$ cat src/rtl/scu_pkg.sv
package scu_pkg;

    typedef enum logic [2:0] {
        RX_IDLE,
        RX_START,
        RX_DATA,
        RX_PARITY,
        RX_STOP,
        RX_ERRSIG
    } rx_state_e;

    typedef enum logic [2:0] {
        TX_IDLE,
        TX_START,
        TX_DATA,
        TX_PARITY,
        TX_STOP
    } tx_state_e;

    // two-of-three vote
    function automatic logic vote3(input logic a, input logic b, input logic c);
        return (a & b) | (a & c) | (b & c);
    endfunction

endpackage

$ cat src/rtl/scu_rx.sv
module scu_rx
    import scu_pkg::*;
#(
    parameter int DATA_W     = 8,
    parameter int OVERSAMPLE = 16
) (
    input  logic              clk,
    input  logic              rst_n,
    input  logic              tick,
    input  logic              line_s,
    input  logic              hold,
    input  logic              err_en,
    input  logic              rd_strobe,
    output logic [DATA_W-1:0] rx_data,
    output logic              rx_valid,
    output logic              parity_err,
    output logic              overrun,
    output logic              err_drive,
    output logic              frame_done
);

    localparam int CNT_W = $clog2(OVERSAMPLE);
    localparam int BIT_W = (DATA_W > 1) ? $clog2(DATA_W) : 1;
    localparam logic [CNT_W-1:0] MID  = CNT_W'(OVERSAMPLE / 2);
    localparam logic [CNT_W-1:0] ENDC = CNT_W'(OVERSAMPLE - 1);
    localparam logic [BIT_W-1:0] LAST = BIT_W'(DATA_W - 1);

    rx_state_e         state_q, state_d;
    logic [CNT_W-1:0]  cnt_q;
    logic [BIT_W-1:0]  bit_q;
    logic [DATA_W-1:0] shreg_q;
    logic [1:0]        hist_q;
    logic              par_q;
    logic              armed_q;
    logic              sample;
    logic              mid_tick;
    logic              end_tick;
    logic              can_load;

    assign sample     = vote3(hist_q[1], hist_q[0], line_s);
    assign mid_tick   = tick && (cnt_q == MID);
    assign end_tick   = tick && (cnt_q == ENDC);
    assign can_load   = !rx_valid || rd_strobe;
    assign frame_done = (state_q == RX_STOP) && mid_tick && !hold;

    // next-state logic
    always_comb begin
        state_d = state_q;
        unique case (state_q)
            RX_IDLE: begin
                if (tick && armed_q && !line_s) state_d = RX_START;
            end
            RX_START: begin
                if (mid_tick && sample)  state_d = RX_IDLE;
                else if (end_tick)       state_d = RX_DATA;
            end
            RX_DATA: begin
                if (end_tick && (bit_q == LAST)) state_d = RX_PARITY;
            end
            RX_PARITY: begin
                if (end_tick) state_d = RX_STOP;
            end
            RX_STOP: begin
                if (mid_tick)
                    state_d = (par_q && err_en && can_load) ? RX_ERRSIG : RX_IDLE;
            end
            RX_ERRSIG: begin
                if (rd_strobe || !err_en || end_tick) state_d = RX_IDLE;
            end
            default: state_d = RX_IDLE;
        endcase
        if (hold) state_d = RX_IDLE;
    end

    // state register
    always_ff @(posedge clk or negedge rst_n) begin
        if (!rst_n) state_q <= RX_IDLE;
        else        state_q <= state_d;
    end

    // bit timing and shift path
    always_ff @(posedge clk or negedge rst_n) begin
        if (!rst_n) begin
            cnt_q   <= '0;
            bit_q   <= '0;
            shreg_q <= '0;
            hist_q  <= 2'b11;
            par_q   <= 1'b0;
            armed_q <= 1'b0;
        end else begin
            if (tick) hist_q <= {hist_q[0], line_s};
            if (hold)      armed_q <= 1'b0;
            else if (tick) armed_q <= line_s;
            if (tick) begin
                if (state_q == RX_IDLE || state_d != state_q || cnt_q == ENDC)
                    cnt_q <= '0;
                else
                    cnt_q <= cnt_q + 1'b1;
            end
            if (state_q == RX_IDLE) begin
                bit_q <= '0;
                par_q <= 1'b0;
            end
            if (state_q == RX_DATA && mid_tick) begin
                shreg_q <= {sample, shreg_q[DATA_W-1:1]};
                par_q   <= par_q ^ sample;
            end
            if (state_q == RX_DATA && end_tick) bit_q <= bit_q + 1'b1;
            if (state_q == RX_PARITY && mid_tick) par_q <= par_q ^ sample;
        end
    end

    // host-visible flags and data
    always_ff @(posedge clk or negedge rst_n) begin
        if (!rst_n) begin
            rx_data    <= '0;
            rx_valid   <= 1'b0;
            parity_err <= 1'b0;
            overrun    <= 1'b0;
        end else begin
            if (rd_strobe) begin
                rx_valid   <= 1'b0;
                parity_err <= 1'b0;
                overrun    <= 1'b0;
            end
            if (frame_done) begin
                if (can_load) begin
                    rx_data    <= shreg_q;
                    rx_valid   <= 1'b1;
                    parity_err <= par_q;
                end else begin
                    overrun <= 1'b1;
                end
            end
        end
    end

    // outputs
    always_comb begin
        err_drive = (state_q == RX_ERRSIG);
    end

endmodule

$ cat src/rtl/scu_tx.sv
module scu_tx
    import scu_pkg::*;
#(
    parameter int DATA_W     = 8,
    parameter int OVERSAMPLE = 16
) (
    input  logic              clk,
    input  logic              rst_n,
    input  logic              tick,
    input  logic              wr,
    input  logic [DATA_W-1:0] wdata,
    output logic              busy,
    output logic              done,
    output logic              drive_low
);

    localparam int CNT_W = $clog2(OVERSAMPLE);
    localparam int BIT_W = (DATA_W > 1) ? $clog2(DATA_W) : 1;
    localparam logic [CNT_W-1:0] ENDC = CNT_W'(OVERSAMPLE - 1);
    localparam logic [BIT_W-1:0] LAST = BIT_W'(DATA_W - 1);

    tx_state_e         state_q, state_d;
    logic [CNT_W-1:0]  cnt_q;
    logic [BIT_W-1:0]  bit_q;
    logic [DATA_W-1:0] shreg_q;
    logic              par_q;
    logic              done_q;
    logic              end_tick;

    assign end_tick = tick && (cnt_q == ENDC);

    // next-state logic
    always_comb begin
        state_d = state_q;
        unique case (state_q)
            TX_IDLE:   if (wr)       state_d = TX_START;
            TX_START:  if (end_tick) state_d = TX_DATA;
            TX_DATA:   if (end_tick && (bit_q == LAST)) state_d = TX_PARITY;
            TX_PARITY: if (end_tick) state_d = TX_STOP;
            TX_STOP:   if (end_tick) state_d = TX_IDLE;
            default:   state_d = TX_IDLE;
        endcase
    end

    // state register
    always_ff @(posedge clk or negedge rst_n) begin
        if (!rst_n) state_q <= TX_IDLE;
        else        state_q <= state_d;
    end

    // datapath
    always_ff @(posedge clk or negedge rst_n) begin
        if (!rst_n) begin
            cnt_q   <= '0;
            bit_q   <= '0;
            shreg_q <= '0;
            par_q   <= 1'b0;
            done_q  <= 1'b0;
        end else begin
            done_q <= (state_q == TX_STOP) && end_tick;
            if (state_q == TX_IDLE) begin
                cnt_q <= '0;
                bit_q <= '0;
                if (wr) begin
                    shreg_q <= wdata;
                    par_q   <= ^wdata;
                end
            end else if (tick) begin
                cnt_q <= (cnt_q == ENDC) ? '0 : cnt_q + 1'b1;
                if (state_q == TX_DATA && cnt_q == ENDC) begin
                    bit_q   <= bit_q + 1'b1;
                    shreg_q <= shreg_q >> 1;
                end
            end
        end
    end

    // outputs
    always_comb begin
        busy = (state_q != TX_IDLE);
        done = done_q;
        unique case (state_q)
            TX_START:  drive_low = 1'b1;
            TX_DATA:   drive_low = !shreg_q[0];
            TX_PARITY: drive_low = !par_q;
            default:   drive_low = 1'b0;
        endcase
    end

endmodule

$ cat src/rtl/scu_uart.sv
module scu_uart
    import scu_pkg::*;
#(
    parameter int DATA_W      = 8,
    parameter int OVERSAMPLE  = 16,
    parameter int SYNC_STAGES = 2
) (
    input  logic              clk,
    input  logic              rst_n,
    input  logic              baud_tick,
    input  logic              err_sig_en,
    input  logic              line_in,
    output logic              line_pull_low,
    output logic              rx_level,
    input  logic              rd_strobe,
    output logic [DATA_W-1:0] rx_data,
    output logic              rx_valid,
    output logic              parity_err,
    output logic              overrun,
    input  logic              tx_wr,
    input  logic [DATA_W-1:0] tx_data,
    output logic              tx_busy,
    output logic              tx_done
);

    logic line_s;
    logic rx_err_drive;
    logic rx_frame_done;
    logic tx_low;

    generate
        if (SYNC_STAGES <= 1) begin : g_sync1
            logic sync_q;
            always_ff @(posedge clk or negedge rst_n) begin
                if (!rst_n) sync_q <= 1'b1;
                else        sync_q <= line_in;
            end
            assign line_s = sync_q;
        end else begin : g_syncn
            logic [SYNC_STAGES-1:0] sync_q;
            always_ff @(posedge clk or negedge rst_n) begin
                if (!rst_n) sync_q <= '1;
                else        sync_q <= {sync_q[SYNC_STAGES-2:0], line_in};
            end
            assign line_s = sync_q[SYNC_STAGES-1];
        end
    endgenerate

    scu_rx #(.DATA_W(DATA_W), .OVERSAMPLE(OVERSAMPLE)) u_rx (
        .clk        (clk),
        .rst_n      (rst_n),
        .tick       (baud_tick),
        .line_s     (line_s),
        .hold       (tx_busy),
        .err_en     (err_sig_en),
        .rd_strobe  (rd_strobe),
        .rx_data    (rx_data),
        .rx_valid   (rx_valid),
        .parity_err (parity_err),
        .overrun    (overrun),
        .err_drive  (rx_err_drive),
        .frame_done (rx_frame_done)
    );

    scu_tx #(.DATA_W(DATA_W), .OVERSAMPLE(OVERSAMPLE)) u_tx (
        .clk       (clk),
        .rst_n     (rst_n),
        .tick      (baud_tick),
        .wr        (tx_wr),
        .wdata     (tx_data),
        .busy      (tx_busy),
        .done      (tx_done),
        .drive_low (tx_low)
    );

    assign line_pull_low = tx_low | rx_err_drive;
    assign rx_level      = line_s;

endmodule

$ cat config.mk
export PLATFORM = sky130hd
export DESIGN_NAME = scu_uart
export DESIGN_NICKNAME = d
export VERILOG_FILES = /design/src/rtl/scu_pkg.sv /design/src/rtl/scu_rx.sv /design/src/rtl/scu_tx.sv /design/src/rtl/scu_uart.sv
export SDC_FILE = /design/constraint.sdc
export NUM_CORES = 1
export LEC_CHECK = 0
export ABC_AREA = 0
export BUFFER_PORTS_ARGS = -buffer_cell sky130_fd_sc_hd__buf_2
export CELL_PAD_IN_SITES_DETAIL_PLACEMENT = 0
export CELL_PAD_IN_SITES_GLOBAL_PLACEMENT = 1
export CORE_UTILIZATION = 50
export CTS_CLUSTER_DIAMETER = 60
export DETAILED_ROUTE_END_ITERATION = 10
export GPL_ROUTABILITY_DRIVEN = 0
export PLACE_DENSITY_LB_ADDON = 0.1
export RECOVER_POWER = 100
export SKIP_LAST_GASP = 1
export SLEW_MARGIN = 20
export SYNTH_ARGS = -nofsm -noshare
export SYNTH_HDL_FRONTEND = slang
export SYNTH_HIERARCHICAL = 1
export SYNTH_SLANG_ARGS = --single-unit
$ cat constraint.sdc
create_clock -name clk -period 5.3 [get_ports clk]
set_clock_uncertainty 0.1 [all_clocks]
set_input_delay 0.265 -clock clk [delete_from_list [all_inputs] [get_ports clk]]
set_output_delay 0.265 -clock clk [all_outputs]
set_load 0.1 [all_outputs]
---- After elaboration in Yosys (flattened, before gate mapping) ----
Index checks and enable logic that the tools add are counted.
word-level totals
  flip-flop bits (word level) ............. 55
  bits in latches ......................... 0
  bits in writable memories ............... 0
  ROM bits ................................ 0
  bits of input ports ..................... 15
  output and inout port bits .............. 15
  logic and storage cells ................. 135
  memories kept ........................... 0
cells by class
  $add $sub $neg .......................... 4
  $mul .................................... 0
  div/mod/pow operators ................... 0
  magnitude comparators ................... 0
  eq/ne operators ......................... 20
  shift operators ......................... 0
  mux-type cells .......................... 44
  bitwise operators ....................... 7
  reduce and logical (&&, ||, !) cells .... 42
operators with widths
  operator                                                number
  two-way mux 3 bit                                       19
  two-way mux 8 bit                                       4
  case mux 3 bit (6 select lines)                         1
  logical AND 1 bit                                       17
  two-way mux 4 bit                                       4
  == test 3 bit (second input constant)                   5
  case mux 3 bit (5 select lines)                         1
  two-way mux 1 bit                                       14
  == test 3 x 2 -> 1 bit (second input constant)          4
  == test 4 bit (second input constant)                   3
  adder 4 x 1 -> 4 bit (second input constant)            2
  inequality test 2 x 1 -> 1 bit (second input constant)  4
  nonzero test 2 bit                                      4
  parity 8 bit                                            1
  adder 3 x 1 -> 3 bit (second input constant)            2
  == test 3 x 1 -> 1 bit (second input constant)          2
  zero test 1 bit                                         6
  zero test 3 bit                                         2
  AND reduction 2 bit                                     3
  nonzero test 3 bit                                      2
  logical OR 1 bit                                        5
  AND reduction 5 bit                                     1
  bitwise AND 1 bit                                       3
  inequality test 3 bit                                   1
  5 further kinds                                         7

---- Depth between registers and ports, before layout ----
  depth in word-level cells ............... 11
  depth in mapped cells ................... 11
  gate-level depth less buffers ........... 8

---- Hierarchy ----
Netlist, hierarchy kept.
by module, submodules not included
  module    instances  cells an instance  area each (µm²)  seq. area each (µm²)
  scu_rx    1          141                1604.0           828.3
  scu_tx    1          104                1078.5           500.5
  scu_uart  1          3                  58.8             52.6

---- Least setup slack after synthesis ----
No wires, ideal clock.
  path kind ............................... register to register
  from .................................... register u_tx.state_q[0]
  to ...................................... register u_rx.cnt_q[3]
  setup time .............................. 0.118 ns
  arrival time ............................ 2.867 ns
  data required time ...................... 5.082 ns
  slack ................................... 2.215 ns
  cell stages (with the launch flop) ...... 11
  path buffers ............................ 2
  period minus slack after synthesis ...... 3.085 ns
  cells stage by stage .................... dfrtp_1 > buf_6 > nor3_4 > buf_6 > inv_1 > or3b_1 > a311o_1 > o311a_1 > a31o_2 > a21boi_1 > a21o_1
between the ends
  longest elaborated chain between the ends .. 6
RTL lines
  item                            RTL line        text
  start: declaration              scu_tx.sv:22    tx_state_e state_q, state_d;
  start signal: assignment        scu_tx.sv:48    else state_q <= state_d;
  nonzero test 3 bit              scu_tx.sv:80    busy = (state_q != TX_IDLE);
  via tx_busy                     scu_uart.sv:22  output logic tx_busy,
  two-way mux 3 bit               scu_rx.sv:72    if (hold) state_d = RX_IDLE;
  inequality test 3 bit           scu_rx.sv:95    if (state_q == RX_IDLE || state_d != state_q || cnt_q == ENDC)
  logical OR 1 bit (2 in series)  scu_rx.sv:95
  two-way mux 4 bit               scu_rx.sv:95
  end signal: assignment          scu_rx.sv:98    cnt_q <= cnt_q + 1'b1;
  end: declaration                scu_rx.sv:29    logic [CNT_W-1:0] cnt_q;
The timed path passes the listed nets, and every way through them passes these cells.
A chain may end at the register's enable or synchronous reset.

==> parameters.txt <==
Parameter                              Value

CTS
  H-tree levels ... 2
  Root Buffer Master ... clkbuf_8
  CTS clk-pin slew, worst paths ... between 0.1 and 0.15 ns
  Clock latency on the worst-skew pair ... ~0.31 ns
  CTS buffer count ... 5
  Maximum clock path buffer count ... 2
  Total setup buffers inserted after CTS ... 0
  Total number of clock tree sinks ... between 50 and 60
  TritonCTS clock tree ... yes

Placement
  Dpl cell area ... about 2900 sq um
  Final HPWL DP ... 3.366 mm
  Number of buffers added on ports ... 29
  Worst-case setup slack after placement ... approximately 2.2 ns

Setup path
  Critical Path AT ... around 2.9 ns
  Crit Reg-Reg Endpoint ... u_rx/rx_data[6]$_DFFE_PN0P_
  Launching element type of the critical path ... primary input
  Buffers & Inverters on Critical Path ... 3
  Crit path max-delay family ... buffers and inverters
  R2R Setup Slk ... ~2.1 ns
  Launch point of the worst reg-to-reg path ... u_tx/state_q[0]$_DFFE_PN0P_
  Delay contributed by the slowest stage of the critical path ... 2.03 ns
  Reg2reg path depth ... 7
  Data required time at the worst endpoint ... approximately 5 ns
  Sequence of cells on the critical path ... dlygate4sd3_1, buf_2, clkbuf_1
  CP Max Fanout ... 55
  Max stage delay cell, worst path ... clkbuf_1
  Endpoint kind of the worst setup timing path ... async pin
  Worst setup path category ... in2async

Synthesis
  Mux share of post-synthesis cell area ... between 10% and 20%
  Synthesized netlist net count ... 270
  Largest family of logic cells by synthesized area ... simple AND/OR/NAND/NOR gates
  Area share of the leading cell type in the synthesized netlist ... a little under half
  Total of warnings raised by yosys ... 6
  Netlist cell types ... 56
  Dominant cell by count in the synthesized netlist ... dfrtp_1
  Complex-gate fraction of the synthesized area ... between 10 and 15%
  Parity-gate share of the synthesized area counting xor and xnor cells ... around 3.2%
  Most frequent cells after synthesis ... 51 x dfrtp_1, 23 x nand2_1, 18 x nor2_1, 17 x mux2_2, 11 x o21ai_0
  Number of enable flip-flop cells after synthesis ... 0
  Share of synthesized flip-flops with an asynchronous set or reset ... between 90% and 100%
  Register bit count reported by yosys ... between 50 and 60
  Simple-gate share of the synthesized area ... 14.61%
  Adder-cell area share of the yosys netlist ... 3.560%
  Gate Count Post-Synth ... between 200 and 250
  Cell type with the highest aggregate area in the netlist ... dfrtp_1
  Seq/Total Area, Yosys ... between 50% and 60%
  Post-synthesis instance area ... roughly 2700 sq um
  Dominant cells by area after synthesis ... dfrtp_1 47%, mux2_2 7.0%, dfstp_2 3.8%
  Top flip-flop cell by instance count after synthesis ... dfrtp_1
  Syn_area_per_cell ... roughly 11 sq um

Outcome
  Status ... finished with violations
  Failing checks ... max-capacitance violations, max-slew violations

STA
  Slew at the pin closest to its max-slew limit ... roughly 2.9 ns
  Final Hold Violating Endpoints ... 0
  Setup total negative slack ... 0 ns
  Post-route fraction of the period consumed by the critical path ... about three fifths
  Minimum clock period ... approximately 3.2 ns
  Final number of max-transition violations ... 65
  Post-route worst hold slack ... about 0.035 ns
  Relative max-transition margin ... -92.42%
  Setup repair after global routing missed its margin ... false
  Endpoints failing setup ... 0
  Worst-case setup margin in the final layout ... between 2 and 2.5 ns
  Fmax ... 309.7 MHz

Route
  WL/cell ... ~14 microns
  Final routed DRC violation total ... 0
  Count of vias placed by the detailed router ... roughly 2000
  Residual antenna-violating net count after detailed routing ... 0
  Number of DRC markers in iteration 0 ... 125
  Vias/cell ... 5.590
  Total wire length ... around 5 mm
  First-pass detailed-route iteration total ... 4

Cells and area
  Area added between synthesis and finish ... 8.718%
  Fraction of layout cells with a size suffix above 1 ... between 10% and 20%
  Final core utilization ... roughly 57%
  Cell area after layout ... 2980 sq um
  Antenna diode instance count ... 0
  Fill cell instance count of the final layout ... 486
  # nets final ... 300

Power and ir drop
  Static Leak ... roughly 1.3 nW
  Power density cells ... between 300 and 400 nW/um^2
  Worst-case vdd ir drop ... 0.0002046 V

Global route
  Overall global routing resource usage ... between 15 and 20%
  Wire length of the first global-routing pass ... 8.466 mm
  Global routing's busiest layer ... met2
  Met1 Usage GRT ... 25.59%
  Largest net degree at the start of global routing ... 56
  Total gr overflow ... 0
  GR Util met2 ... 28.91%
  Via count of the first global-routing pass ... around 1800
  Initial antenna violation count ... 0
  Met3 track utilization from global routing ... 3.952%

Min path
  Worst min-delay path category ... in2reg
  Worst hold path cell count ... 2
  Worst-case hold path end point ... u_rx/overrun$_DFF_PN0_
  Hold wc startpoint ... rd_strobe

Floorplan
  Floorplan die height ... approximately 76 microns
  Count of standard-cell rows ... 26
  Total I/O pin count ... 30
  Chip Width ... around 76 microns
  Effective utilization at floorplan ... ~53%
  Area enclosed by the die boundary ... 5783 sq um
  Core footprint ... 5205 sq um

Flow run
  Max_cap viols ... 2
-- registers in the layout (all words and copies together) (netlist names), 2 cells and up --
register	cells
u_rx/rx_data	8
u_rx/shreg_q	8
u_tx/shreg_q	8
u_rx/cnt_q	4
u_tx/cnt_q	4
u_rx/bit_q	3
u_rx/state_q	3
u_tx/bit_q	3
u_tx/state_q	3
g_syncn.sync_q	2
u_rx/hist_q	2
-- report_power, final --
part / internal, mW / switching, mW / total (mW) / leakage [nW]
registers: 0.475 / 0.0463 / 0.521 / 0.729
logic: 0.0750 / 0.140 / 0.215 / 0.519
clock network: 0.0973 / 0.144 / 0.241 / 0.0463
total: 0.648 / 0.330 / 0.978 / 1.29
-- per-layer routing --
metal  share of wire (%)  routed length, microns
met1                  50                    2438
met2                  46                    2251
met3                 3.7                     183
met4                0.53                      26
met5                   0                       0
-- cell type report --
cell class	instances	area, sq um	share of cell area, %
timing repair buffer	32	150.1	5.038
clock inverter	3	27.53	0.9236
inverter	10	37.54	1.259
tap	70	87.58	2.939
multi-input combinational	174	1227	41.18
sequential	55	1381	46.35
clock buffer	5	68.82	2.309
-- through the flow --
step | cells | total power, mW
after global routing | 349 | 1.043
final | 349 | 0.9779
after floorplan | 248 | 0.7059
after detailed placement | 339 | 0.7589
after CTS | 349 | 1.005
after global placement | 339 | 0.7525
-- placed cells by master (no fill, tap or decap), drive strengths merged, types with 3 or more instances in the layout --
cell     synthesis  routed
a21oi            9       9
a22oi            5       5
a31oi            3       3
buf              8      14
clkbuf           1      21
dfrtp           51      51
dfstp            4       4
ha               7       7
inv              9      10
mux2            17      17
mux2i           10      10
nand2           23      23
nand3            3       3
nand4            6       6
nor2            18      18
nor3             3       3
o21ai           18      18
o2bb2ai          5       5
or2              3       3
or3              4       4
xnor2            9       9
-- worst max-delay path by stage --
stage / to / slack [ns] / cells past startpoint / from
final: u_tx/shreg_q[5]$_DFFE_PN0P_ / 2.07 / 3 / rst_n
after detailed placement: u_rx/cnt_q[3]$_DFFE_PN0P_ / 2.24 / 8 / u_tx/state_q[0]$_DFFE_PN0P_
after global routing: u_tx/cnt_q[3]$_DFFE_PN0P_ / 1.40 / 3 / rst_n
after CTS: u_rx/cnt_q[3]$_DFFE_PN0P_ / 2.21 / 8 / u_tx/state_q[0]$_DFFE_PN0P_
after floorplan: u_rx/cnt_q[3]$_DFFE_PN0P_ / 2.22 / 10 / u_tx/state_q[0]$_DFFE_PN0P_
after global placement: u_rx/cnt_q[3]$_DFFE_PN0P_ / 2.28 / 8 / u_tx/state_q[0]$_DFFE_PN0P_
-- what timing repair did --
item,4_1_cts,5_1_grt
gates resized for setup,0,0
setup endpoints to repair,0,0
hold buffers,2,0
hold endpoints to repair,42,0
-- kinds of logic (layout without fill, tap and decap cells) --
kind of cell,Yosys count,count (layout)
AO/OA/AOI/OAI,54,54
XOR/XNOR,10,10
adder cells (fa/ha/maj),8,8
buffers and inverters,19,50
flip-flops,55,55
multiplexers,27,27
AND/OR/NAND/NOR,75,75
Note: power is estimated with default switching activity, not from simulation.
